### src/rtl/shreg_pkg.sv
package shreg_pkg;

  localparam int CTL_REQ_BIT = 0;
  localparam int CTL_DIS_BIT = 1;

  // True when a byte address lands on an aligned word of the window.
  function automatic logic win_hit(input logic [31:0] addr,
                                   input logic [31:0] base,
                                   input int unsigned nwords);
    logic [31:0] top;
    top = base + 32'(nwords * 4);
    return (addr[1:0] == 2'b00) && (addr >= base) && (addr < top);
  endfunction

  // Word index of an address inside the window.
  function automatic logic [31:0] win_index(input logic [31:0] addr,
                                            input logic [31:0] base);
    logic [31:0] diff;
    diff = addr - base;
    return diff >> 2;
  endfunction

  // Read image of the control word.
  function automatic logic [31:0] ctl_image(input logic dis, input logic pend);
    logic [31:0] w;
    w = '0;
    w[CTL_DIS_BIT] = dis;
    w[CTL_REQ_BIT] = dis & pend;
    return w;
  endfunction

endpackage

### src/rtl/shreg_decode.sv
module shreg_decode
  import shreg_pkg::*;
#(
  parameter int ADDR_W   = 16,
  parameter int NUM_REGS = 8,
  parameter logic [ADDR_W-1:0] WIN_BASE = 16'h0800,
  parameter logic [ADDR_W-1:0] CTL_OFS  = 16'h0000,
  localparam int IDX_W = (NUM_REGS > 1) ? $clog2(NUM_REGS) : 1
) (
  input  logic              cpu_wr,
  input  logic [ADDR_W-1:0] cpu_addr,
  output logic              ctl_sel,
  output logic              win_sel,
  output logic [IDX_W-1:0]  win_idx,
  output logic              ctl_wr,
  output logic              win_wr
);

  logic [31:0] addr32;
  logic [31:0] idx32;

  assign addr32  = 32'(cpu_addr);
  assign ctl_sel = (cpu_addr == CTL_OFS);
  assign win_sel = win_hit(addr32, 32'(WIN_BASE), NUM_REGS);
  assign idx32   = win_index(addr32, 32'(WIN_BASE));
  assign win_idx = IDX_W'(idx32);
  assign ctl_wr  = cpu_wr & ctl_sel;
  assign win_wr  = cpu_wr & win_sel;

endmodule

### src/rtl/shreg_commit.sv
module shreg_commit (
  input  logic clk,
  input  logic rst_n,
  input  logic vblank,
  input  logic ctl_wr,
  input  logic wr_dis,
  input  logic wr_req,
  output logic dis,
  output logic pending,
  output logic arm,
  output logic load_evt
);

  logic auto_fire;
  logic manual_fire;
  logic pend_nxt;

  // A request arms only if the same word leaves autoload disabled.
  assign arm         = ctl_wr & wr_dis & wr_req;
  assign auto_fire   = ~dis & vblank;
  // A request landing on this blank is held for the next one.
  assign manual_fire = dis & pending & vblank & ~arm;
  assign load_evt    = auto_fire | manual_fire;

  always_comb begin
    pend_nxt = pending;
    if (manual_fire) pend_nxt = 1'b0;
    if (ctl_wr) begin
      if (arm)          pend_nxt = 1'b1;
      else if (!wr_dis) pend_nxt = 1'b0;
    end
  end

  always_ff @(posedge clk) begin
    if (!rst_n) begin
      dis     <= 1'b0;
      pending <= 1'b0;
    end else begin
      if (ctl_wr) dis <= wr_dis;
      pending <= pend_nxt;
    end
  end

endmodule

### src/rtl/shreg_store.sv
module shreg_store #(
  parameter int DATA_W   = 32,
  parameter int NUM_REGS = 8,
  localparam int IDX_W = (NUM_REGS > 1) ? $clog2(NUM_REGS) : 1
) (
  input  logic                       clk,
  input  logic                       rst_n,
  input  logic                       win_wr,
  input  logic [IDX_W-1:0]           wr_idx,
  input  logic [DATA_W-1:0]          wr_data,
  input  logic [IDX_W-1:0]           rd_idx,
  input  logic                       load_evt,
  output logic [DATA_W-1:0]          stg_rdata,
  output logic [NUM_REGS*DATA_W-1:0] act_flat
);

  logic [DATA_W-1:0] stg [NUM_REGS];

  for (genvar gi = 0; gi < NUM_REGS; gi++) begin : g_word
    logic [DATA_W-1:0] act_q;

    always_ff @(posedge clk) begin
      if (!rst_n) begin
        stg[gi] <= '0;
      end else if (win_wr && (wr_idx == IDX_W'(gi))) begin
        stg[gi] <= wr_data;
      end
    end

    // The active word takes the staging value held before this edge.
    always_ff @(posedge clk) begin
      if (!rst_n)        act_q <= '0;
      else if (load_evt) act_q <= stg[gi];
    end

    assign act_flat[gi*DATA_W +: DATA_W] = act_q;
  end

  always_comb begin
    stg_rdata = '0;
    for (int i = 0; i < NUM_REGS; i++) begin
      if (rd_idx == IDX_W'(i)) stg_rdata = stg[i];
    end
  end

endmodule

### src/rtl/shreg_bank.sv
module shreg_bank
  import shreg_pkg::*;
#(
  parameter int DATA_W   = 32,
  parameter int ADDR_W   = 16,
  parameter int NUM_REGS = 8,
  parameter logic [ADDR_W-1:0] WIN_BASE = 16'h0800,
  parameter logic [ADDR_W-1:0] CTL_OFS  = 16'h0000
) (
  input  logic                       clk,
  input  logic                       rst_n,
  input  logic                       cpu_wr,
  input  logic [ADDR_W-1:0]          cpu_addr,
  input  logic [DATA_W-1:0]          cpu_wdata,
  output logic [DATA_W-1:0]          cpu_rdata,
  input  logic                       vblank,
  output logic [NUM_REGS*DATA_W-1:0] act_flat,
  output logic                       act_upd
);

  localparam int IDX_W = (NUM_REGS > 1) ? $clog2(NUM_REGS) : 1;

  logic             ctl_sel;
  logic             win_sel;
  logic [IDX_W-1:0] win_idx;
  logic             ctl_wr;
  logic             win_wr;
  logic             dis;
  logic             pending;
  logic             arm;
  logic             load_evt;
  logic [DATA_W-1:0] stg_rdata;
  logic [31:0]       ctl_word;

  shreg_decode #(
    .ADDR_W(ADDR_W), .NUM_REGS(NUM_REGS),
    .WIN_BASE(WIN_BASE), .CTL_OFS(CTL_OFS)
  ) u_dec (
    .cpu_wr(cpu_wr), .cpu_addr(cpu_addr),
    .ctl_sel(ctl_sel), .win_sel(win_sel), .win_idx(win_idx),
    .ctl_wr(ctl_wr), .win_wr(win_wr)
  );

  shreg_commit u_cmt (
    .clk(clk), .rst_n(rst_n), .vblank(vblank),
    .ctl_wr(ctl_wr),
    .wr_dis(cpu_wdata[CTL_DIS_BIT]), .wr_req(cpu_wdata[CTL_REQ_BIT]),
    .dis(dis), .pending(pending), .arm(arm), .load_evt(load_evt)
  );

  shreg_store #(.DATA_W(DATA_W), .NUM_REGS(NUM_REGS)) u_st (
    .clk(clk), .rst_n(rst_n),
    .win_wr(win_wr), .wr_idx(win_idx), .wr_data(cpu_wdata),
    .rd_idx(win_idx), .load_evt(load_evt),
    .stg_rdata(stg_rdata), .act_flat(act_flat)
  );

  assign ctl_word = ctl_image(dis, pending);
  assign act_upd  = load_evt;

  always_comb begin
    if (ctl_sel)      cpu_rdata = DATA_W'(ctl_word);
    else if (win_sel) cpu_rdata = stg_rdata;
    else              cpu_rdata = '0;
  end

endmodule

### config.mk
export PLATFORM = sky130hd
export DESIGN_NAME = shreg_bank
export DESIGN_NICKNAME = d
export VERILOG_FILES = /design/src/rtl/shreg_pkg.sv /design/src/rtl/shreg_decode.sv /design/src/rtl/shreg_commit.sv /design/src/rtl/shreg_store.sv /design/src/rtl/shreg_bank.sv
export SDC_FILE = /design/constraint.sdc
export NUM_CORES = 1
export LEC_CHECK = 0
export BUFFER_PORTS_ARGS = -buffer_cell sky130_fd_sc_hd__buf_2
export CAP_MARGIN = 20
export CORE_ASPECT_RATIO = 1.4
export CORE_MARGIN = 2
export CORE_UTILIZATION = 50
export DETAILED_ROUTE_END_ITERATION = 8
export GPL_TIMING_DRIVEN = 0
export PLACE_DENSITY = 0.77
export SETUP_SLACK_MARGIN = 0.05
export SLEW_MARGIN = 10
export SYNTH_ARGS = -nofsm -noshare
export SYNTH_HDL_FRONTEND = slang
export SYNTH_SLANG_ARGS = --single-unit
### constraint.sdc
create_clock -name clk -period 4.5 [get_ports clk]
set_clock_uncertainty 0.1 [all_clocks]
set_input_delay 0 -clock clk [delete_from_list [all_inputs] [get_ports clk]]
set_output_delay 0 -clock clk [all_outputs]
set_load 0.05 [all_outputs]
---- After elaboration in Yosys (flattened, before gate mapping) ----
Memory sizes are Yosys's and may differ from the RTL's.
Cells that the tools add are included.
Widths: inputs -> output; s select.
word-level totals
  memory bits (writable) .................. 256
  memories kept ........................... 1
  register bits ........................... 258
memory list
  name      depth  width  rd ports  clocked after memory_dff  write ports  line               text
  u_st.stg  8      32     8         0                         8            shreg_store.sv:17  logic [DATA_W-1:0] stg [NUM_REGS];
cells by class
  mux-type cells .......................... 47
  reduce and logical (&&, ||, !) cells .... 13
  add/sub/neg operators ................... 1
  bitwise logic cells ..................... 19
  equal/unequal tests ..................... 7
  order comparisons ....................... 2
operator list
  cell                  count
  $mux 32               18
  $mux 1                29
  $ge 16x12->1 const B  1
  $logic_not 16->1      1
  $lt 16x12->1 const B  1
  $eq 3x3->1 const B    4
  $logic_and 1x1->1     10
  $or 1x1->1            9
  $and 1x1->1           8
  $eq 3x2->1 const B    2
  $sub 5x1->5 const B   1
  $eq 3x1->1 const B    1
  $logic_not 3->1       1
  $logic_not 2->1       1
  $not 1->1             2

---- Depth between registers and ports, before layout ----
Gate-level depths: netlist (run 1).
  depth in word-level cells ............... 12
  gate-level depth with buffers ........... 8

---- Hierarchy ----
A second synthesis (run 1) with hierarchy kept.
second synthesis, totals
  cell total of the unflattened synthesis .. 1690
  area, all modules ....................... 21673.3 um2
modules (own cells, without submodules)
  module        cells an instance  area an instance (um2)  instances
  shreg_store   1630               21200.3                 1
  shreg_bank    36                 279.0                   1
  shreg_commit  12                 112.6                   1
  shreg_decode  12                 81.3                    1

---- Worst setup path after synthesis (run 1) ----
No wires, ideal clock.
  kind .................................... input port to flip-flop
  start point ............................. input port cpu_addr[4]
  end point ............................... memory u_st.stg[4][0] (netlist: u_st.stg[1][0]) (enable)
  stages .................................. 5
  path slack .............................. 0.688 ns
  setup time .............................. 0.466 ns
  arrival ................................. 3.247 ns
  buffers on the path ..................... 3
  cells stage by stage .................... clkbuf_1 clkbuf_1 clkbuf_1 nand3_1 o21ai_0
RTL lines
  element      line               text
  from (decl)  shreg_bank.sv:13   input logic [ADDR_W-1:0] cpu_addr,
  to (decl)    shreg_store.sv:17

---- Worst setup path in the final report (run 1) ----
  start point ............................. input port cpu_addr[2]
  end point ............................... output port cpu_rdata[31]
on the way
  word-level cells in the longest chain between the ends .. 12
  elaborated cells on any way between the ends .. 24
  those cells by class .................... add/sub: 1; order compare: 2; eq/ne: 7; mux: 10; reduce/logical: 4
RTL lines
  element                line               text
  $sub 5x1->5            shreg_pkg.sv:19    diff = addr - base;
  $logic_not 3->1        shreg_store.sv:42  if (rd_idx == IDX_W'(i)) stg_rdata = stg[i];
  $mux 32 (8 in series)  shreg_store.sv:42
  $mux 32                shreg_bank.sv:63   else if (win_sel) cpu_rdata = stg_rdata;
  $mux 32 (*)            shreg_bank.sv:62   if (ctl_sel) cpu_rdata = DATA_W'(ctl_word);
  to (decl)              shreg_bank.sv:15   output logic [DATA_W-1:0] cpu_rdata,
Every way passes the cells marked *; elsewhere a longest branch is shown, timed or not.

==> metrics, run 1 <==
aggregate global routing overflow 0; number of clock sinks seen by CTS just over 500; average size of a mapped cell around 11 µm²; distinct cell type count after synthesis 43; Filler cells 3662; Clock Tree Buf Depth 3; leading cell type in the layout, fill and taps excluded nand2_1; Post-Synthesis Cell Area 0.02210 mm²; DRC errors left 0; starting DRC count in detailed routing 1836; die width 181.7 µm; routed wirelength normalized by instance count 24.44 µm; Routed WL 75730 µm; post-synthesis sequential area ratio 58.17%; root buffer cell clkbuf_16; synthesized flop and latch total 514; Hold Crit Depth 4; reg2reg end u_cmt.pending$_SDFF_PN0_; global-route usage over all layers about a third; I/O Buffers between 300 and 400; CORE AREA about 0.044 mm²; Synth area leaders edfxtp_1 35%, dfxtp_1 23%, mux2i_1 14%, nand2_1 10%, and2_1 4.5%; worst reg2reg path startpoint u_cmt.dis$_SDFFE_PN0N_; number of detailed-routing iterations run before antenna repair 5; via count of the first global-routing pass around 18000; placed cell count approximately 3000; post-synthesis cell type with the largest combined area edfxtp_1; RSZ-0062 raised after global routing false; Final Slew Violations 0; total CTS buffers 49; final number of setup-violating endpoints 0; maximum frequency from static timing analysis 310.7 MHz; path category of the worst min-delay check input pin to flop; CP startpoint cpu_addr[2]; relative area change from synthesis to final layout 21.32%; TritonCTS clock tree built; number of instances in the synthesized netlist 2061; effective utilization at floorplan 50.41%; CTS HTree Levels 2; global-route wire length before repair 109200 µm; normalized max-slew margin a little under a quarter; total negative setup slack 0 ns; syn nets between 2000 and 2500; pin count of the biggest net entering global routing 23; net count reported at finish 2550; total number of vias 17500; vertical die dimension roughly 250 µm; Lkg Pwr around 12 nW; worst slew pin tran 1.160 ns; Setup crit start kind input pin; top-area cell type share of the netlist area a little over a third; setup slack on the worst flop-to-flop path 2.52 ns; post-route minimum period approximately 3.2 ns; antenna violations before repair 3; layout cell share with drive strength beyond 1 between 20% and 30%; required time of the critical path 4.40 ns; source-to-sink clock delay at the later pin of the worst-skew pair roughly 0.59 ns; Hold Startpoint cpu_addr[4]; Worst setup EP type primary output; commonest cells after routing, fill and taps aside 602 x nand2_1, 353 x buf_2, 313 x mux2i_1, 258 x dfxtp_1, 256 x edfxtp_1; Final Hold Vio Count 0; part of the cycle the worst path needs 71.51%; data arrival time at the worst-slack endpoint roughly 3.1 ns; worst hold endpoint u_st.stg[0][126]$_SDFFCE_PN0P_; DR vias/cell between 5 and 6; setup fix buffers added after clock tree synthesis 0; count of maximum capacitance violations 0; final std cells w/o fill approximately 3100; standard-cell row count 91; number of primary I/O pins 341; Critical Path Fanout Max 10; total number of yosys warnings 0; total power divided by cell area 412.4 mW/mm²; placer's final routability congestion estimate between 0.9 and 1; antenna-violating nets left 0; DP Wirelength 59520 µm; cell count of the worst reg-to-reg path 5; run status complete, no violations; largest vdd supply drop 0.2678 mV; Die ar. 0.04591 mm²; Critical Setup Path Class input pin to primary output; Clock Pin Slew Worst Setup and Hold Paths about 0.060 ns
-- what timing repair did --
item,in CTS,in global routing
hold buffers,40,0
resized for setup,0,0
endpoints found under the hold margin,258,0
-- power by group --
part	switching [mW]	internal, mW	total, mW
clock	1.82	2.34	4.17
sequential	0.183	5.17	5.35
combinational	1.13	0.407	1.54
-- worst max-delay path, stage by stage --
cell and delay (ns):
buf_2 0.21, clkbuf_1 0.50, buf_1 0.67, buf_1 0.59, o221ai_1 0.30, a31oi_1 0.47, buf_2 0.36
-- synthesized netlist by cell type, drive strengths merged --
cell type,instances
o22ai,1
inv,4
o221ai,6
mux2i,313
and2,160
a32oi,1
edfxtp,256
nand2,602
nand2b,9
o21ai,38
a21oi,2
a21boi,1
o21bai,1
or2,2
nor4,9
a31o,1
a31oi,7
dfxtp,258
or3,1
mux2,6
nand3,5
o31a,1
a211oi,1
clkbuf,110
nor2,121
o221a,24
and4,1
and3,1
nor3,4
buf,49
mux4,3
o2bb2ai,30
a22oi,1
nor2b,5
or4,2
a2bb2oi,23
nand4,2
-- routing by layer --
layer	global-route usage, %	wire length (µm)	up-vias
li1	-	-	7885
met1	39.46	28240	8583
met2	57.67	38570	869
met3	4.510	5982	159
met4	12.96	2919	2
met5	0	12	-
-- final cells by class --
class	instances	area (µm²)	share of cell area, %
inverter	4	15.01	0.05601
timing repair buffer	386	2312	8.625
sequential	514	12850	47.94
multi-input combinational	1384	8508	31.74
clock inverter	28	227.7	0.8495
buffer	159	810.8	3.025
clock buffer	64	1378	5.139
antenna	2	5.005	0.01867
tap	558	698.2	2.604
-- state kept, by name (all words and copies together) (netlist names) --
register,count
u_st.g_word.act_q,256
u_st.stg,256
u_cmt.dis,1
u_cmt.pending,1
-- kinds of logic after synthesis --
family,count (synthesis),share of synthesized area (%)
simple gates,924,18.36
flops,514,58.17
mux,322,14.79
buf+inv,163,3.737
compound gates,138,4.949
-- worst max-delay path by stage --
stage / end / slack, ns
6_report: cpu_rdata[31] / 1.28
5_1_grt: cpu_rdata[28] / 1.27
4_1_cts: cpu_rdata[31] / 1.35
3_5_place_dp: u_st.stg[1][24]$_SDFFCE_PN0P_ / 1.13
3_3_place_gp: u_st.stg[1][57]$_SDFFCE_PN0P_ / -1.78
2_1_floorplan: u_st.stg[1][0]$_SDFFCE_PN0P_ / 0.69
-- through the flow --
stage	total power [mW]	util (%)	hold slack, ns	instance area (µm²)	setup slack, ns
final	11.06	61.15	0.04384	26810	1.282
after global routing	11.32	61.15	0.07610	26810	1.269
after CTS	11.05	61.14	0.04057	26800	1.352
after detailed placement	6.938	56.57	0.2715	24800	1.125
after global placement	6.894	55.86	0.2625	24490	-1.781
after floorplan	6.403	-	0.04770	22100	0.6878
No activity file was read; power rests on OpenSTA's default activity.
==> run 2, diff against run 1 <==
Settings changed: PLACE_DENSITY 0.77 to 0.79.
Clock period 4.5 ns to 2.7 ns, I/O delays scaled along.
==> run 2 against run 1 <==
Effect of this change:
- worst setup slack worse by 1.2 ns
- non-clock buffer count down 1
- power up 70%
- core utilization is 0.24 points higher
- clock-buffer cell count increased by 12
- combinational power rose by 68%
- critical endpoint is now cpu_rdata[28]
==> metrics, run 2 (synthesized netlist as in run 1, its figures left out) <==
delay of the slowest cell on the worst path 0.48 ns (was 0.67 ns); normalized max-slew margin 25.65% (was 22.66%); pin count of the biggest net entering global routing 25 (was 23); aggregate global routing overflow 0 (unchanged); root buffer cell clkbuf_16 (unchanged); Worst setup EP type primary output (unchanged); DRC errors left 0 (unchanged); DP Wirelength 59600 µm (was 59520 µm); total negative setup slack 0 ns (unchanged); setup fix buffers added after clock tree synthesis 0 (unchanged); Die ar. 0.04591 mm² (unchanged); worst reg2reg path startpoint u_cmt.dis$_SDFFE_PN0N_ (unchanged); total CTS buffers 50 (was 49); Hold Startpoint cpu_addr[4] (unchanged); Setup crit start kind input pin (unchanged); Lkg Pwr 11.65 nW (was 11.61 nW); post-route minimum period 2.604 ns; total number of vias 17660 (was 17500); worst hold endpoint u_st.stg[0][126]$_SDFFCE_PN0P_ (unchanged); required time of the critical path 2.60 ns (was 4.40 ns); Final Hold Vio Count 0 (unchanged); leading cell type in the layout, fill and taps excluded nand2_1 (unchanged); number of primary I/O pins 341 (unchanged); net count reported at finish 2550 (unchanged); Final Slew Violations 0 (unchanged); critical path, cell by cell buf_2 > nor4_4 > and4_1 > clkbuf_1 > clkbuf_2 > o21ai_0 > a31oi_1 > buf_2 (was buf_2 > clkbuf_1 > buf_1 > buf_1 > o221ai_1 > a31oi_1 > buf_2); final number of setup-violating endpoints 0 (unchanged); DR vias/cell 5.693 (was 5.646); setup slack on the worst flop-to-flop path 0.72 ns (was 2.52 ns); TritonCTS clock tree built (unchanged); standard-cell row count 91 (unchanged); via count of the first global-routing pass 17590 (was 17530); reg2reg end u_cmt.pending$_SDFF_PN0_ (unchanged); number of detailed-routing iterations run before antenna repair 5 (unchanged); cell occurring most often along the worst timing path buf_2; Filler cells 3591 (was 3662); run status complete, no violations (unchanged); placer's final routability congestion estimate 0.9825 (was 0.9662); final std cells w/o fill 3102 (was 3099); global-route usage over all layers 32.52% (was 32.35%); worst slew pin tran 1.115 ns (was 1.160 ns); maximum frequency from static timing analysis 384.1 MHz; Hold Crit Depth 4 (unchanged); largest vdd supply drop 0.4799 mV (was 0.2678 mV); die width 181.7 µm (unchanged); antenna-violating nets left 0 (unchanged); starting DRC count in detailed routing 1993 (was 1836); effective utilization at floorplan 50.41% (unchanged); antenna violations before repair 4 (was 3); worst-path cell with the longest stage delay nor4_4 (was buf_1); source-to-sink clock delay at the later pin of the worst-skew pair 0.58 ns (was 0.59 ns); CORE AREA 0.04384 mm² (unchanged); number of clock sinks seen by CTS 514 (unchanged); CTS HTree Levels 2 (unchanged); routed wirelength normalized by instance count 24.62 µm (was 24.44 µm); part of the cycle the worst path needs 96.44%; count of maximum capacitance violations 0 (unchanged); total power divided by cell area 698.7 mW/mm² (was 412.4 mW/mm²); Routed WL 76380 µm (was 75730 µm); I/O Buffers 338 (unchanged); data arrival time at the worst-slack endpoint 2.50 ns (was 3.12 ns); global-route wire length before repair 110000 µm (was 109200 µm); vertical die dimension 252.7 µm (unchanged); RSZ-0062 raised after global routing false (unchanged); Clock Tree Buf Depth 3 (unchanged); relative area change from synthesis to final layout 21.79% (was 21.32%); commonest cells after routing, fill and taps aside 602 x nand2_1, 355 x buf_2, 313 x mux2i_1, 258 x dfxtp_1, 256 x edfxtp_1 (was 602 x nand2_1, 353 x buf_2, 313 x mux2i_1, 258 x dfxtp_1, 256 x edfxtp_1); Critical Path Fanout Max 10 (unchanged); cell count of the worst reg-to-reg path 5 (unchanged); Clock Pin Slew Worst Setup and Hold Paths 0.06 ns (about the same); layout cell share with drive strength beyond 1 20.59% (was 20.40%); placed cell count 2965 (unchanged); path category of the worst min-delay check input pin to flop (unchanged); Critical Setup Path Class input pin to primary output (unchanged); largest registers u_st.g_word.act_q (256), u_st.stg (256) (unchanged)
==> run 2: changes by cell type in the layout (fill, tap and decap cells not counted), moves of 3 or more <==
cell | before | now
clkbuf_2 | 0 | 4
inv_6 | 3 | 0
clkinvlp_4 | 1 | 4
clkinv_2 | 14 | 6
clkbuf_8 | 1 | 8
==> run 2: how the worst max path moves through the flow <==
| stage | from | to | cells past startpoint |
|---|---|---|---|
| 6_report | cpu_addr[1] | cpu_rdata[28] | 8 |
| 5_1_grt | cpu_addr[9] | act_upd | 8 |
| 4_1_cts | cpu_addr[3] | cpu_rdata[29] | 8 |
| 3_5_place_dp | cpu_addr[4] | u_st.stg[1][89]$_SDFFCE_PN0P_ | 7 |
| 3_3_place_gp | cpu_addr[4] | u_st.stg[1][57]$_SDFFCE_PN0P_ | 6 |
| 2_1_floorplan | cpu_addr[4] | u_st.stg[1][0]$_SDFFCE_PN0P_ | 5 |
==> run 2: worst max-delay path, delay by kind of cell <==
| kind | cells | cell delay, ns |
|---|---|---|
| AO/OA/AOI/OAI | 2 | 0.66 |
| AND/OR/NAND/NOR | 2 | 0.77 |
| buffers and inverters | 4 | 1.06 |
==> run 2: metal layers <==
layer / global-route usage (%) / part of all wire [%] / vias to the layer above
met5: 0 / 0 / -
met4: 14.98 / 4.7 / 0
met3: 4.539 / 8.6 / 171
met2: 56.07 / 49 / 981
met1: 40.53 / 37 / 8607
li1: - / - / 7902
==> run 2: layout make-up <==
type	instances	area [µm²]	area share, %
Clock inverter	18	221.5	0.8229
Clock buffer	76	1493	5.547
Tap cell	558	698.2	2.594
Multi-Input combinational cell	1384	8508	31.62
Inverter	4	15.01	0.05579
Buffer	159	818.3	3.041
Antenna cell	4	10.01	0.03720
Timing Repair Buffer	385	2295	8.527
Sequential cell	514	12850	47.76
==> run 2: timing repair <==
item                                   in CTS  in global routing
gates resized for setup                     4                  5
hold buffers                               39                  0
endpoints found under the hold margin     258                  0
cloned                                      0                  0
setup endpoints to repair                  23                 24
==> run 2: through the flow <==
step                cell area [µm²]  hold slack (ns)  utilization, %  power (mW)  setup slack [ns]
global route                  26910           0.1103           61.39       19.25           0.07701
CTS                           26900          0.05988           61.36       18.77           0.08554
finish                        26910           0.1006           61.39       18.80           0.09621
global placement              24500           0.2535           55.90       11.48            -2.132
detailed placement            24790           0.2670           56.55       11.56           -0.5937
floorplan                     22120          0.04770               -       10.67           -0.2701
==> run 2: power breakdown <==
group / internal (mW) / switching (mW)
Combinational: 0.677 / 1.90
Sequential: 8.61 / 0.297
Clock: 4.30 / 3.02
==> run 3, diff against run 2 <==
Settings changed: CTS_CLUSTER_DIAMETER set to 30, PLACE_DENSITY 0.79 to 0.77, SETUP_SLACK_MARGIN 0.05 to unset.
Clock period 2.7 ns to 3.4 ns, I/O delays scaled along.
==> run 3 against run 2 <==
Effect of this change:
- first-iteration DRC count down 11%
- power decreased by 7.5%
- critical path depth decreased by 1
- core utilization increased by 2.4 points
- critical path type unchanged
- via count rose by 1.8%
- sequential power fell by 20%
==> metrics, run 3 (synthesized netlist as in run 1, its figures left out) <==
Routed WL 77950 µm (was 76380 µm); via count of the first global-routing pass 18160 (was 17590); normalized max-slew margin 22.26% (was 25.65%); effective utilization at floorplan 50.41% (unchanged); CORE AREA 0.04384 mm² (unchanged); worst slew pin tran 1.166 ns (was 1.115 ns); relative area change from synthesis to final layout 26.60% (was 21.79%); slack of the critical path 0.1236 ns (was 0.09621 ns); total number of vias 17970 (was 17660); DRC errors left 0 (unchanged); pin count of the biggest net entering global routing 23 (was 25); post-route minimum period 3.276 ns; largest registers u_st.g_word.act_q (256), u_st.stg (256) (unchanged); placer's final routability congestion estimate 0.9643 (was 0.9825); global-route usage over all layers 33.17% (was 32.52%); Clock Pin Slew Worst Setup and Hold Paths 0.06 ns (about the same); count of maximum capacitance violations 0 (unchanged); Worst setup EP type primary output (unchanged); Die ar. 0.04591 mm² (unchanged); worst-path cell with the longest stage delay buf_1 (was nor4_4); run status complete, no violations (unchanged); Filler cells 3453 (was 3591); commonest cells after routing, fill and taps aside 602 x nand2_1, 353 x buf_2, 313 x mux2i_1, 258 x dfxtp_1, 256 x edfxtp_1 (was 602 x nand2_1, 355 x buf_2, 313 x mux2i_1, 258 x dfxtp_1, 256 x edfxtp_1); final std cells w/o fill 3160 (was 3102); root buffer cell clkbuf_16 (unchanged); leading cell type in the layout, fill and taps excluded nand2_1 (unchanged); number of clock sinks seen by CTS 514 (unchanged); path category of the worst min-delay check input pin to flop (unchanged); net count reported at finish 2584 (was 2550); total CTS buffers 82 (was 50); setup slack on the worst flop-to-flop path 1.39 ns (was 0.72 ns); maximum frequency from static timing analysis between 300 and 400 MHz; critical path, cell by cell buf_2 > clkbuf_1 > buf_1 > buf_1 > o221ai_1 > a31oi_1 > buf_2 (was buf_2 > nor4_4 > and4_1 > clkbuf_1 > clkbuf_2 > o21ai_0 > a31oi_1 > buf_2); antenna violations before repair 4 (unchanged); data arrival time at the worst-slack endpoint 3.18 ns (was 2.50 ns); vertical die dimension 252.7 µm (unchanged); final number of setup-violating endpoints 0 (unchanged); number of detailed-routing iterations run before antenna repair 6 (was 5); worst-case setup slack after placement -0.01492 ns (was -0.5937 ns); part of the cycle the worst path needs 96.36%; Critical Setup Path Class input pin to primary output (unchanged); routed wirelength normalized by instance count 24.67 µm (was 24.62 µm); Final Slew Violations 0 (unchanged); Clock Tree Buf Depth 3 (unchanged); CTS-repair resized insts 0 (was 4); starting DRC count in detailed routing 1780 (was 1993); DR vias/cell 5.688 (was 5.693); die width 181.7 µm (unchanged); Final Hold Vio Count 0 (unchanged); DP Wirelength 59160 µm (was 59600 µm); total power divided by cell area 621.7 mW/mm² (was 698.7 mW/mm²); required time of the critical path 3.30 ns (was 2.60 ns); standard-cell row count 91 (unchanged); hold slack 0.02868 ns (was 0.1006 ns); Setup crit start kind input pin (unchanged); layout cell share with drive strength beyond 1 22.36% (was 20.59%); RSZ-0062 raised after global routing false (unchanged); delay of the slowest cell on the worst path 0.69 ns (was 0.48 ns); CTS HTree Levels 3 (was 2); aggregate global routing overflow 0 (unchanged); Lkg Pwr 12.18 nW (was 11.65 nW); source-to-sink clock delay at the later pin of the worst-skew pair 0.60 ns (was 0.58 ns); I/O Buffers 338 (unchanged); global-route wire length before repair 112000 µm (was 110000 µm); Critical Path Fanout Max 10 (unchanged); antenna-violating nets left 0 (unchanged); number of primary I/O pins 341 (unchanged); TritonCTS clock tree built (unchanged); placed cell count 2965 (unchanged); largest vdd supply drop 0.6232 mV (was 0.4799 mV)
-- run 3: cell count changes in the layout (fill, tap and decap cells not counted), moves of 2 or more --
| cell | before | now |
|---|---|---|
| buf_1 | 6 | 8 |
| buf_2 | 355 | 353 |
| bufinv_16 | 5 | 2 |
| clkbuf_16 | 53 | 88 |
| clkbuf_2 | 4 | 0 |
| clkinv_1 | 3 | 0 |
| clkinv_2 | 6 | 8 |
| clkinv_4 | 0 | 9 |
| dlygate4sd3_1 | 39 | 41 |
| inv_6 | 0 | 17 |
| inv_8 | 0 | 3 |
-- run 3: path summary, 6_finish.rpt --
kind | start | end | depth (start not counted)
min | cpu_addr[4] | u_st.stg[0][126]$_SDFFCE_PN0P_ | 4
max reg2reg | u_cmt.dis$_SDFFE_PN0N_ | u_cmt.pending$_SDFF_PN0_ | 5
min reg2reg | u_st.g_word[6].act_q[6]$_SDFFE_PN0P_ | u_st.g_word[6].act_q[6]$_SDFFE_PN0P_ | 2
max | cpu_addr[2] | cpu_rdata[31] | 7
-- run 3: worst max-delay path: cells and delay by family --
family	cells	cell delay [ns]
buffers and inverters	5	2.37
AOI/OAI and AO/OA	2	0.80
-- run 3: timing repair --
item / CTS / global route
hold buffers: 41 / 0
endpoints found under the hold margin: 263 / 0
setup buffers: 0 / 0
-- run 3: area by class of cell --
cell class,count,area (µm²),area share [%]
clock buffers,106,2350,8.400
inverters,4,15.01,0.05367
plain buffers,159,810.8,2.898
flip-flops and latches,514,12850,45.95
clock inverters,44,406.6,1.454
diodes,4,10.01,0.03578
well taps,558,698.2,2.496
repair buffers,387,2322,8.302
multi-input cells,1384,8508,30.42
-- run 3: per-stage QoR --
| stage | utilization (%) | area (µm²) | setup TNS [ns] | power (mW) |
|---|---|---|---|---|
| 5_1_grt | 63.80 | 27970 | 0 | 17.82 |
| 3_5_place_dp | 56.57 | 24800 | -0.2193 | 9.184 |
| 3_3_place_gp | 55.86 | 24490 | -381.89 | 9.121 |
| 6_report | 63.81 | 27970 | 0 | 17.39 |
| 4_1_cts | 63.79 | 27960 | 0 | 17.38 |
| 2_1_floorplan | - | 22100 | -39.58 | 8.471 |
-- run 3: report_power, final --
group          total [mW]  switching, mW  internal, mW
Sequential           7.09          0.241          6.85
Combinational        2.05           1.51         0.539
Clock                8.25           3.13          5.12
Total                17.4           4.88          12.5
-- run 3: per-layer routing --
metal	share of wire [%]	global-route usage, %	vias to the layer above	wire (µm)
li1	-	-	7989	-
met1	38	40.43	8824	29310
met2	50	57.19	968	38760
met3	8.4	5.951	191	6524
met4	4.3	15.40	2	3332
met5	0.015	0	-	12
